--- src/rtl/seg_ea_pkg.sv ---
package seg_ea_pkg;
  localparam int unsigned SEG_LSB     = 24;  // fixed 16 MiB segment
  localparam int unsigned EXEMPT_BITS = 16;  // top bits that must be zero to bypass
endpackage

--- src/rtl/seg_ea_sext.sv ---
module seg_ea_sext #(
  parameter int unsigned IN_W  = 16,
  parameter int unsigned OUT_W = 64
) (
  input  logic [IN_W-1:0]  val_i,
  output logic [OUT_W-1:0] val_o
);
  localparam int unsigned EXT_W = OUT_W - IN_W;
  assign val_o = {{EXT_W{val_i[IN_W-1]}}, val_i};
endmodule

--- src/rtl/seg_ea_chk.sv ---
module seg_ea_chk
  import seg_ea_pkg::*;
#(
  parameter int unsigned ADDR_W = 64
) (
  input  logic              tags_active_i,
  input  logic [ADDR_W-1:0] base_i,
  input  logic [ADDR_W-1:0] sum_i,
  output logic              trap_o
);
  localparam int unsigned SEG_W = ADDR_W - SEG_LSB;

  logic exempt;
  logic seg_diff;

  assign exempt   = ~|base_i[ADDR_W-1 -: EXEMPT_BITS];
  assign seg_diff = base_i[ADDR_W-1 -: SEG_W] != sum_i[ADDR_W-1 -: SEG_W];
  assign trap_o   = tags_active_i & ~exempt & seg_diff;
endmodule

--- src/rtl/seg_ea_adder.sv ---
module seg_ea_adder
  import seg_ea_pkg::*;
#(
  parameter int unsigned ADDR_W = 64,
  parameter int unsigned DISP_W = 16
) (
  input  logic              clk_i,
  input  logic              rst_ni,
  input  logic              valid_i,
  input  logic              tags_active_i,
  input  logic [ADDR_W-1:0] base_i,
  input  logic [DISP_W-1:0] disp_i,
  output logic              valid_o,
  output logic [ADDR_W-1:0] ea_o,
  output logic              seg_trap_o
);
  localparam int unsigned SEG_W = ADDR_W - SEG_LSB;

  logic [ADDR_W-1:0] disp_ext;
  logic [ADDR_W-1:0] sum;
  logic              trap;

  seg_ea_sext #(.IN_W(DISP_W), .OUT_W(ADDR_W)) u_sext (
    .val_i (disp_i),
    .val_o (disp_ext)
  );

  assign sum = base_i + disp_ext;

  seg_ea_chk #(.ADDR_W(ADDR_W)) u_chk (
    .tags_active_i (tags_active_i),
    .base_i        (base_i),
    .sum_i         (sum),
    .trap_o        (trap)
  );

  always_ff @(posedge clk_i or negedge rst_ni) begin
    if (!rst_ni) begin
      valid_o    <= 1'b0;
      ea_o       <= '0;
      seg_trap_o <= 1'b0;
    end else begin
      valid_o    <= valid_i;
      seg_trap_o <= valid_i & trap;
      if (valid_i) ea_o <= sum;
    end
  end


  valid_req_chk: assert property (@(posedge clk_i) disable iff (!rst_ni)
    valid_i |=> valid_o);


  no_trap_inactive_chk: assert property (@(posedge clk_i) disable iff (!rst_ni)
    (valid_i && !tags_active_i) |=> !seg_trap_o);


  no_trap_exempt_chk: assert property (@(posedge clk_i) disable iff (!rst_ni)
    (valid_i && base_i[ADDR_W-1 -: EXEMPT_BITS] == '0) |=> !seg_trap_o);


  trap_seg_chk: assert property (@(posedge clk_i) disable iff (!rst_ni)
    (valid_i && tags_active_i && base_i[ADDR_W-1 -: EXEMPT_BITS] != '0)
    |=> (seg_trap_o == (ea_o[ADDR_W-1 -: SEG_W] != $past(base_i[ADDR_W-1 -: SEG_W]))));


  trap_needs_valid_chk: assert property (@(posedge clk_i) disable iff (!rst_ni)
    seg_trap_o |-> valid_o);
endmodule

--- config.mk ---
export PLATFORM = sky130hd
export DESIGN_NAME = seg_ea_adder
export DESIGN_NICKNAME = d
export VERILOG_FILES = /design/src/rtl/seg_ea_pkg.sv /design/src/rtl/seg_ea_sext.sv /design/src/rtl/seg_ea_chk.sv /design/src/rtl/seg_ea_adder.sv
export SDC_FILE = /design/constraint.sdc
export NUM_CORES = 1
export LEC_CHECK = 0
export ABC_AREA = 0
export BUFFER_PORTS_ARGS = -buffer_cell sky130_fd_sc_hd__buf_2
export CORE_MARGIN = 3
export CORE_UTILIZATION = 55
export DETAILED_ROUTE_END_ITERATION = 6
export PLACE_DENSITY = 0.87
export SLEW_MARGIN = 20
export SYNTH_ARGS = -nofsm -noshare
export SYNTH_HDL_FRONTEND = slang
export SYNTH_SLANG_ARGS = --single-unit
--- constraint.sdc ---
create_clock -name clk_i -period 1.5 [get_ports clk_i]
set_input_delay 0.075 -clock clk_i [delete_from_list [all_inputs] [get_ports clk_i]]
set_output_delay 0.075 -clock clk_i [all_outputs]
set_load 0.01 [all_outputs]
==> results.md, run 1 <==
* Dominant synthesized flop cell: dfrtp_1
* GP Congestion at 1.08
* Starting Density at 56.6%
* Mapped Area at approximately 7900 um2
* Placed cell areas at around 12000 um2
* Post-synth top area share at 20.8%
* Seq/Total Area, Yosys at between 20% and 30%
* Status: stopped before the end
* Area leader, netlist: dfrtp_1
* Post-synth top cells: 106 x a21oi_1, 84 x nand2_1, 77 x nor2_1
* Post-CTS Setup Inserts at 48
* Async set-reset flop share out of synthesis at 100%
* Syn Nets at 1096
* Largest cells by area after synthesis: dfrtp_1 21%, ha_1 9.9%, mux2_2 8.2%
* YS warnings at 0
* Root Driver: clkbuf_16
* Hold_buf cts at 2
* IO Count at 150
* Input/output buffers at between 100 and 150
* Die width at 126 um
* Post-CTS resize count at around 260
* Max Root-Sink Buffers at 2
* Total CTS buffers at 9
* Synth Instances at 948
* Tool Error: [ERROR DPL-0033] detailed placement checks failed during check placement.
* Most frequent cell after synthesis: a21oi_1
* Failing step: clock tree synthesis
* Htree depth at 3
* Die height at roughly 130 um
* Post-synth EDFFs at 0
* Site row count at 43
* Syn avg cell area at about 8.4 um2
* Synthesized flop and latch total at between 60 and 70
* DP HPWL at ~29000 um
* Library cells used by synthesis at 87
* CTS sink cnt at 66
-- kinds of logic after synthesis --
family	count (synthesis)	synth area share (%)
compound gates	291	23.5
xor+xnor	106	12.4
fa+ha+maj	64	10.2
buf+inv	63	5.64
flops	66	20.8
mux	66	9.25
simple gates	292	18.1
-- stage by stage --
step	std cells	hold WS [ps]	setup WS, ps
3_5_place_dp	1601	128	-2330
3_3_place_gp	1601	120	-2020
2_1_floorplan	948	-221	-1590
==> inputs of run 2 (changes only) <==
CORE_UTILIZATION = 40   (was 55)
PLACE_DENSITY = unset   (was 0.87)
PLACE_DENSITY_LB_ADDON = 0.15   (was unset)
==> run 2 against run 1 <==
Effect of this change:
- the flow now finishes, with violations (negative setup slack)
- synthesized cell count unchanged
- area after synthesis unchanged
==> results.md, run 2 <==
* CTS tree: yes
* Die height at 147 um (+16%)
* Initial DRC Count at 576
* Number of global-route vias before repair at roughly 9900
* Fraction of final layout cells sized beyond drive strength 1 at between 60 and 70%
* Largest registers: ea_o x64, seg_trap_o x1, valid_o x1
* Gr busiest metal: met2
* Worst-skew pair later-pin latency at ~360 ps
* Layout area overhead at 87.9%
* Total global-route track usage at a little under a third
* CP Launch Point: disp_i[15]
* Post-synth top cells: 106 x a21oi_1, 84 x nand2_1, 77 x nor2_1
* Final Max Slew Viols at 0
* Post-synth EDFFs at 0 (unchanged)
* Worst hold margin at between 30 and 40 ps
* Total gr overflow at 0
* Overall Power at between 10000 and 15000 uW
* Final setup viols at 59
* Die area at 21500 um2
* Mapped Area at 7920 um2 (unchanged)
* Htree depth at 3 (unchanged)
* Leakage power total at ~0.0066 uW
* CTS sink cnt at 66 (unchanged)
* Most frequent cells in the layout: 381 x buf_4, 136 x buf_2, 73 x buf_6
* Total CTS buffers at 9 (unchanged)
* Seq. cell area at 1650 um2
* Setup crit start kind: input port
* Kind of critical path: input port to flop
* IO Count at 150 (unchanged)
* First-pass GRT wire length at about 53000 um
* Ant diodes at 0
* Initial antenna violation count at 0
* DP HPWL at 25800 um (-12%)
* Crit path capture: seg_trap_o
* Input/output buffers at 149 (unchanged)
* Compound-gate portion of the synthesized area at 23.5% (unchanged)
* Fin worst setup slack at -1770 ps
* Main combinational cell family by area after synthesis: compound AO/OA/AOI/OAI gates
* CORE AREA at 19100 um2
* Grt met3 use at 4.81%
* Synth Instances at 948 (unchanged)
* Fmax at about 310 MHz
* Total number of vias at between 9000 and 10000
* Post-synthesis xor/xnor area fraction at 12.4% (unchanged)
* Drt total wl at 35400 um
* Met2 usage at 51.3%
* Worst r2r dst: ea_o[5]
* Most frequent cell after synthesis: a21oi_1
* Largest net degree at the start of global routing at 67
* Max cap viols at 0
* Relative slew slack at 53.0%
* Fin crit share at 218%
* R2R Setup Slk at slightly above 700 ps
* Starting Density at 41.5% (-15 points)
* PD cells at 846 nW/um2
* Multi-input logic area at 7810 um2
* Post-route ant nets at 0
* Library cells used by synthesis at 87 (unchanged)
* Failing checks: negative setup slack
* Most flops, register: ea_o
* Crit end category: flop
* Largest cells by area after synthesis: dfrtp_1 21%, ha_1 9.9%, mux2_2 8.2%
* Final Hold Vio Count at 0
* Syn avg cell area at 8.36 um2 (unchanged)
* Pre-Repair DR Iteration Count at 5
* Worst Path Required at around 1700 ps
* Per-cell routed wire length at 19.8 um
* Max VDD drop at roughly 0.65 mV
* Final #Nets at between 1500 and 2000
* Actual slew at the worst max-slew pin at roughly 700 ps
* Type of the tightest min-delay check: input port to flop
* Commonest non-fill, non-tap cell in the layout: buf_4
* Vias per Instance at 5.58
* Clk slew on worst S/H paths at 60 ps
* FF-to-FF Start: ea_o[5]
* Reg2Reg Depth at 1
* Status: finished, violations left
* Async set-reset flop share out of synthesis at 100% (unchanged)
* Dominant synthesized flop cell: dfrtp_1
* Area leader, netlist: dfrtp_1
* FILL cells at roughly 1300
* Max Root-Sink Buffers at 2 (unchanged)
* GP Congestion at 0.960 (-11%)
* YS warnings at 0 (unchanged)
* RSZ-0062 raised after global routing: true
* Crit path arrival time at 3500 ps
* Tmin final at approximately 3300 ps
* Syn Nets at 1096 (unchanged)
* Synthesized flop and latch total at 66 (unchanged)
* Simple logic cell fraction of the synthesized area at 18.1% (unchanged)
* CP max FO at 7
* Synth Area in Adders at 10.2% (unchanged)
* # DRC at 0
* Seq/Total Area, Yosys at 20.8% (unchanged)
* Root Driver: clkbuf_16
* Mux cell area share after synthesis at 9.25% (unchanged)
* Post-synth top area share at 20.8% (unchanged)
* Die width at 147 um (+16%)
* Site row count at 50 (+16%)
* GR Util met1 at between 40% and 50%
* Final Skew at 0 ps
* Max reg flops at 64
## run 2: cell counts after synthesis
Identical to the previous run, type by type.
## run 2: timing repair
| action | in CTS | in global routing |
|---|---|---|
| pin swaps | 82 | 89 |
| cloned | 2 | 1 |
| hold buffers | 2 | 0 |
| resized for setup | 255 | 129 |
| endpoints found under the setup margin | 56 | 59 |
| buffers inserted | 49 | 35 |
| hold endpoints to repair | 67 | 0 |
## run 2: per-stage QoR
step	util, %	TNS (ps)	worst slack (ps)	area, um2	std cells
final	78.0	-43190	-1770	14900	1787
after global routing	78.0	-46520	-1830	14900	1787
after floorplan	-	-33370	-1590	8580	948
after global placement	64.4	-67670	-2400	12300	1708
after detailed placement	64.4	-68420	-2450	12300	1708
after CTS	74.3	-40450	-1710	14200	1767
## run 2: layout make-up
type	instances	share of cell area [%]
multi-input combinational	819	52.5
tap	260	2.19
sequential	66	11.1
clock inverter	6	0.773
inverter	19	0.479
timing repair buffer	607	31.4
clock buffer	10	1.54
## run 2: power by group
part           internal, uW  total [uW]  switching [uW]  leakage, uW
Sequential             2240        2470             233     0.000770
Combinational          3940        7500            3560      0.00571
Clock                  1630        2620             990     0.000163
Total                  7810       12600            4790      0.00665
## run 2: critical path, cell delays in order
cell      delay, ps
buf_16          130
buf_6           170
ha_4            230
a21oi_2         170
o21ai_1         160
a221oi_2        290
nand2_2         170
a31oi_4         350
xnor2_2         190
xor2_1          140
or4_4           570
nor4_4          330
nand4_1         190
nor4_4          210
a31oi_1         110
## run 2: worst min-delay path by stage
stage | startpoint | end | slack (ps) | depth (start not counted)
after floorplan | rst_ni | ea_o[0] | -220 | 0
after global placement | rst_ni | ea_o[27] | 130 | 2
after detailed placement | rst_ni | ea_o[31] | 130 | 2
after CTS | base_i[63] | ea_o[63] | 40 | 3
after global routing | disp_i[0] | ea_o[0] | 60 | 3
final | base_i[63] | ea_o[63] | 30 | 3
## run 2: metal layers
layer	routed length [um]	vias to the layer above	part of all wire, %
met5	0	-	0
met4	1060	0	3.0
met3	2330	73	6.6
met2	16700	426	47
met1	15400	4791	43
li1	-	4673	-
## run 2: cell families after synthesis
| kind of cell | after synthesis |
|---|---|
| AND/OR/NAND/NOR | 292 |
| AO/OA/AOI/OAI | 291 |
| flip-flops | 66 |
| multiplexers | 66 |
| buffers and inverters | 63 |
| XOR/XNOR | 106 |
| adder cells (fa/ha/maj) | 64 |
Power figures use the tool's default switching activity.
==> inputs of run 3 (changes only) <==
CTS_BUF_LIST = sky130_fd_sc_hd__clkbuf_16   (was unset)
clock period = 2.7 ns   (was 1.5 ns; I/O delays follow)
==> run 3 against run 2 <==
Effect of this change:
- the flow still finishes with violations (negative setup slack)
- highest routed layer unchanged
- worst setup slack better by 1000 ps
- sequential power fell by 45%
- combinational power is 51% lower
- wire length fell by 6.8%
- critical path type unchanged
==> results.md, run 3 (synthesis results as in run 2) <==
* Max cap viols at 0 (unchanged)
* Power share of the sequential group at 21.5% (+1.9 points)
* Fin worst setup slack at -724 ps (+1040 ps)
* DP HPWL at 25300 um (-1.8%)
* Total number of vias at 9659 (-3.1%)
* P_int at 3850 uW (-51%)
* Starting Density at 41.5% (unchanged)
* Max VDD drop at 0.306 mV (-53%)
* Crit path capture: seg_trap_o
* Pre-Repair DR Iteration Count at 5 (unchanged)
* Comb pwr share at 58.1% (-1.4 points)
* Worst hold margin at 24.6 ps (-8.68 ps)
* RSZ-0062 raised after global routing: true
* Vias per Instance at 5.49 (-1.5%)
* First-pass GRT wire length at 50100 um (-5.7%)
* Total CTS buffers at 9 (unchanged)
* Crit path arrival time at 3660 ps (+160 ps)
* Die width at 147 um (unchanged)
* Post-route ant nets at 0 (unchanged)
* Input/output buffers at 149 (unchanged)
* Max reg flops at 64 (unchanged)
* Fin crit share at 127%
* FF-to-FF Start: ea_o[7]
* Drt total wl at 33000 um (-6.8%)
* PD cells at 473 nW/um2 (-44%)
* Setup crit start kind: input port
* Clock power share at 20.4% (-0.4 points)
* Initial DRC Count at 792 (+38%)
* Crit end category: flop
* Final std cells w/o fill at 1759 (-1.6%)
* Die area at 21500 um2 (unchanged)
* Total gr overflow at 0 (unchanged)
* Final core utilization at 70.1% (-7.9 points)
* Met3 wire len at 2020 um (-13%)
* Most frequent cells in the layout: 404 x buf_4, 146 x buf_2, 76 x a21oi_1, 76 x nand2_1, 72 x nor2_1
* Fraction of final layout cells sized beyond drive strength 1 at 54.9% (-7.3 points)
* Final Skew at 0 ps (unchanged)
* Commonest non-fill, non-tap cell in the layout: buf_4
* Final setup viols at 13 (-78%)
* # DRC at 0 (unchanged)
* Placed cell areas at 11700 um2 (-4.5%)
* Largest registers: ea_o x64, seg_trap_o x1, valid_o x1
* Worst r2r dst: ea_o[7]
* R2R Setup Slk at 1920 ps (+1210 ps)
* CTS sink cnt at 66 (unchanged)
* Status: finished, violations left
* Reg2Reg Depth at 1 (unchanged)
* CTS tree: yes
* Hold path cells at 3 (unchanged)
* Initial antenna violation count at 0 (unchanged)
* Site row count at 50 (unchanged)
* Worst Path Required at 2940 ps (+1210 ps)
* CORE AREA at 19100 um2 (unchanged)
* Ant diodes at 0 (unchanged)
* Cell count after placement at 1717 (+0.53%)
* CP max FO at 9 (+2)
* Failing checks: negative setup slack
* Actual slew at the worst max-slew pin at 755 ps (+58.8 ps)
* Final #Nets at 1642 (-1.7%)
* Final Max Slew Viols at 0 (unchanged)
* Root Driver: clkbuf_16
* Per-cell routed wire length at 18.8 um (-5.3%)
* Number of global-route vias before repair at 9598 (-3.4%)
* Sw frac at 39.1% (+1.1 points)
* Kind of critical path: input port to flop
* Wire length on met2 at 15300 um (-8.3%)
* Htree depth at 3 (unchanged)
* Leakage power total at 0.00607 uW (-8.7%)
* Routed metal-1 wirelength at 14600 um (-4.7%)
* Largest net degree at the start of global routing at 70 (+4.5%)
* Overall Power at 6330 uW (-50%)
* CP Launch Point: disp_i[15]
* Max Root-Sink Buffers at 2 (unchanged)
* Final Hold Vio Count at 0 (unchanged)
* Switching pwr at 2480 uW (-48%)
* Top sig layer: met4
* Layout area overhead at 68.9%
* GP Congestion at 1.00 (+4.7%)
* FILL cells at 1548 (+22%)
* IO Count at 150 (unchanged)
* Clk slew on worst S/H paths at 70 ps (about the same)
* Die height at 147 um (unchanged)
* Final Cell Area at 13400 um2 (-10%)
* Tmin final at between 3000 and 4000 ps
* Worst-skew pair later-pin latency at 350 ps (about the same)
* Most flops, register: ea_o
* Total global-route track usage at 28.8% (-2.1 points)
* Fmax at slightly below 300 MHz
* Relative slew slack at 49.0% (-4.0 points)
* Type of the tightest min-delay check: input port to flop
==> run 3: cell types whose count changed in the layout (fill, tap and decap cells not counted), moves of 13 or more <==
cell	previous run	this run
a21oi_1	57	76
buf_6	73	17
mux2_4	34	6
ha_4	45	25
ha_1	16	32
buf_4	381	404
nand2_1	61	76
a21oi_2	43	30
mux2_2	24	52
==> run 3: critical path: stages <==
cell      delay [ps]
buf_12           110
buf_12           140
buf_16           150
ha_4             240
a21oi_1          240
o21ai_0          230
a21oi_2          250
o41ai_4          130
a31oi_4          310
or2_4            190
o221ai_2         100
or4_4            580
nor4_4           270
nand4_1          150
nor4_2           290
a31oi_1          120
==> run 3: worst min-delay path by stage <==
stage	slack, ps	endpoint	from
2_1_floorplan	-160	ea_o[0]	rst_ni
3_3_place_gp	230	ea_o[29]	rst_ni
3_5_place_dp	240	ea_o[31]	rst_ni
4_1_cts	10	seg_trap_o	tags_active_i
5_1_grt	40	seg_trap_o	tags_active_i
6_report	20	seg_trap_o	tags_active_i
==> run 3: timing repair <==
item                                    CTS  global route
resized for setup                       110           123
hold buffers                              2             0
endpoints found under the setup margin   27            24
cloned                                    0             3
hold endpoints to repair                 29             0
setup buffers                            17             8
pin swaps                                26            41
==> run 3: layout make-up <==
class	count	area, um2	share of cell area, %
clock buffers	9	225	1.68
clock inverters	7	76.3	0.570
inverters	19	71.3	0.533
multi-input cells	819	6860	51.2
flip-flops and latches	66	1650	12.3
well taps	260	325	2.43
repair buffers	579	4180	31.2
==> run 3: per-layer routing <==
layer | vias up | global-route usage [%]
met5 | - | 0
met4 | 0 | 7.53
met3 | 71 | 3.95
met2 | 354 | 48.4
met1 | 4602 | 39.0
li1 | 4632 | -
==> run 3: per-stage QoR <==
stage | setup TNS, ps | setup slack [ps]
3_5_place_dp | -18320 | -1440
6_report | -2720 | -724
5_1_grt | -3900 | -779
3_3_place_gp | -16800 | -1460
2_1_floorplan | -738 | -465
4_1_cts | -3240 | -668
==> run 3: power groups by stage <==
stage	clock network, uW	registers (uW)	logic [uW]
floorplan	0	1510	1460
global placement	0	1370	3190
detailed placement	0	1380	3210
CTS	1310	1360	3430
global route	1350	1400	3920
finish	1290	1360	3680
==> inputs of run 4 (changes only) <==
ABC_AREA = 1   (was 0)
==> run 4 against run 3 <==
Effect of this change:
- the run now ends clean
- clock skew did not move
- non-clock buffer count fell by 51
- area after synthesis rose by 15%
- worst setup slack improved by 850 ps
- fmax rose by 33%
- flip-flop and latch count did not move
- final cell count rose by 41%
- clock-buffer cell count did not move
- worst hold slack improved by 47 ps
- first-iteration DRC count rose by 2.9%
- critical path type unchanged
==> results.md, run 4 <==
* Status: complete, no violations
* CTS tree: yes
* Fraction of final layout cells sized beyond drive strength 1 at 35.1% (-20 points)
* CORE AREA at 22200 um2 (+16%)
* Kind of critical path: input port to flop
* DP HPWL at 32700 um (+29%)
* Mapped Area at 9140 um2 (+15%)
* Post-synth top cells: 665 x nand2_1, 319 x inv_1, 135 x nor2_1
* Gr busiest metal: met2
* Die height at 157 um (+7.1%)
* Max reg flops at 64 (unchanged)
* Most frequent cells in the layout: 620 x nand2_1, 368 x buf_4, 313 x inv_1
* # DRC at 0 (unchanged)
* Synth Instances at 1677 (+77%)
* Total CTS buffers at 9 (unchanged)
* Site row count at 54 (+8.0%)
* Grt met3 use at 4.37% (+0.42 points)
* GR Util met1 at 45.4% (+6.4 points)
* Crit path max-delay family: simple AND/OR/NAND/NOR gates
* Most frequent cell after synthesis: nand2_1
* First-pass GRT wire length at 58500 um (+17%)
* Root Driver: clkbuf_16
* Clk slew on worst S/H paths at 70 ps (about the same)
* Htree depth at 3 (unchanged)
* Setup Slack @ Placement at -530 ps (+909 ps)
* Area leader, netlist: nand2_1
* Met2 usage at 47.2% (-1.2 points)
* Largest cells by area after synthesis: nand2_1 27%, dfrtp_1 18%, inv_1 13%
* Final Hold Vio Count at 0 (unchanged)
* Commonest non-fill, non-tap cell in the layout: nand2_1
* Largest registers: ea_o x64, seg_trap_o x1, valid_o x1
* Initial antenna violation count at 1 (+1)
* Worst Path Required at 2930 ps (about the same)
* Dominant synthesized flop cell: dfrtp_1
* Post-synth EDFFs at 0 (unchanged)
* Max Root-Sink Buffers at 2 (unchanged)
* Syn Nets at 1825 (+67%)
* FILL cells at 2133 (+38%)
* Crit path max-delay cell type: nand3b_2
* Drt total wl at 39600 um (+20%)
* Pre-Repair DR Iteration Count at 5 (unchanged)
* Actual slew at the worst max-slew pin at 406 ps (-349 ps)
* Input/output buffers at 149 (unchanged)
* Worst hold margin at 71.8 ps (+47.3 ps)
* Overall Power at 5860 uW (-7.5%)
* Final core utilization at 65.0% (-5.2 points)
* YS warnings at 0 (unchanged)
* CTS sink cnt at 66 (unchanged)
* Initial DRC Count at 815 (+2.9%)
* R2R Setup Slk at 1980 ps (+60 ps)
* Die area at 24700 um2 (+15%)
* Total global-route track usage at 30.7% (+1.9 points)
* Fin crit share at 95.2% (-32 points)
* Setup crit start kind: input port
* Tmin final at 2570 ps (-854 ps)
* PD cells at 407 nW/um2 (-14%)
* Type of the tightest min-delay check: input port to flop
* Largest net degree at the start of global routing at 76 (+8.6%)
* Number of global-route vias before repair at 11000 (+15%)
* Seq/Total Area, Yosys at 18.1% (-2.8 points)
* Starting Density at 41.2% (-0.28 points)
* Leakage power total at 0.00824 uW (+36%)
* Slowest Stage Delay on Critical Path at 250 ps (-330 ps)
* CP max FO at 8 (-1)
* Library cells used by synthesis at 31 (-64%)
* Total gr overflow at 0 (unchanged)
* Vias per Instance at 4.89 (-11%)
* Crit path arrival time at 2800 ps (-860 ps)
* Final #Nets at 2350 (+43%)
* Crit-path cells: buf_8 > buf_12 > buf_6 > ha_4 > nand2_2 > inv_1 > nand2_1 > nand2_1 > inv_1 > nand2_1 > nand3b_2 > nand2_1 > nand2_1 > nand2_1 > nand2_1 > nand2_1 > nand2_1 > nor2_1 > nand2_1 > nor2_1 > buf_4 > nand3_1 > nor2_1 > nor2_1
* IO Count at 150 (unchanged)
* Fin worst setup slack at 130 ps (+854 ps)
* Syn avg cell area at 5.45 um2 (-35%)
* CP dominant cell by count: nand2_1
* Fmax at 389 MHz (+33%)
* Async set-reset flop share out of synthesis at 100% (unchanged)
* Die width at 157 um (+7.1%)
* Post-route ant nets at 0 (unchanged)
* Ant diodes at 0 (unchanged)
* Max VDD drop at 0.346 mV (+13%)
* Final setup viols at 0 (-13)
* Worst path bufs/invs at 6 (+3)
* Layout area overhead at 57.5%
* Total number of vias at 12200 (+26%)
* Worst-skew pair later-pin latency at 350 ps (about the same)
* Max cap viols at 0 (unchanged)
* Final Max Slew Viols at 0 (unchanged)
* GP Congestion at 0.995 (-0.99%)
* Crit end category: flop
* Post-synth top area share at 27.3% (+6.5 points)
* Most flops, register: ea_o
* Relative slew slack at 72.9% (+24 points)
* Final Skew at 0 ps (unchanged)
* Per-cell routed wire length at 15.9 um (-15%)
* Synthesized flop and latch total at 66 (unchanged)
[run 4: cell count changes after synthesis, sizes merged, moves of 19 or more]
cell,before,now
a21oi,110,61
inv,19,329
mux2,58,0
nand2,84,694
nand3,18,134
nand3b,3,22
nand4,33,6
nor2,77,160
xnor2,56,21
xor2,46,1
[run 4: kinds of logic after synthesis]
logic type	Yosys count	synth area share (%)
simple gates	1035	48.2
buf+inv	343	14.1
fa+ha+maj	64	8.84
flops	66	18.1
xor+xnor	22	2.11
compound gates	147	8.67
[run 4: final timing paths]
kind	depth (start not counted)	endpoint	start
max	24	seg_trap_o	disp_i[15]
min	3	seg_trap_o	tags_active_i
max reg2reg	2	ea_o[20]	ea_o[20]
min reg2reg	2	ea_o[0]	ea_o[0]
max in group asynchronous	3	ea_o[43]	rst_ni
min in group asynchronous	3	ea_o[8]	rst_ni
[run 4: tightest hold or removal path: stages]
cell and delay, ps:
buf_2 100, o311ai_0 100, nor2_1 60
[run 4: metal layers]
layer	up-vias	part of all wire (%)	wire length, um
met4	2	2.1	845
met1	5522	48	18900
met3	49	6.6	2600
met5	-	0.043	17
li1	6221	-	-
met2	364	44	17200
[run 4: area by class of cell]
class | instances | area [um2] | area share (%)
clock inverter | 7 | 92.6 | 0.643
tap | 280 | 350 | 2.43
inverter | 329 | 1230 | 8.58
clock buffer | 9 | 225 | 1.56
multi-input combinational | 1268 | 7140 | 49.6
timing repair buffer | 528 | 3700 | 25.7
sequential | 66 | 1650 | 11.5
[run 4: repair_timing]
item / CTS / global route
pin swaps: 0 / 33
setup endpoints to repair: 1 / 2
hold buffers: 1 / 0
hold endpoints to repair: 66 / 0
buffers inserted: 0 / 7
gates cloned: 0 / 2
resized for setup: 10 / 204
[run 4: power breakdown]
part	switching [uW]	leakage, uW	internal, uW
sequential	87.7	0.000780	1160
clock	588	0.000155	813
combinational	1770	0.00731	1450
total	2440	0.00824	3420
[run 4: metrics by stage]
step	cell area, um2	TNS [ps]	cells
6_report	14400	0	2487
5_1_grt	14400	-40.6	2487
4_1_cts	13400	0	2478
3_5_place_dp	13000	-955	2461
3_3_place_gp	13000	-845	2461
2_1_floorplan	9140	0	1677
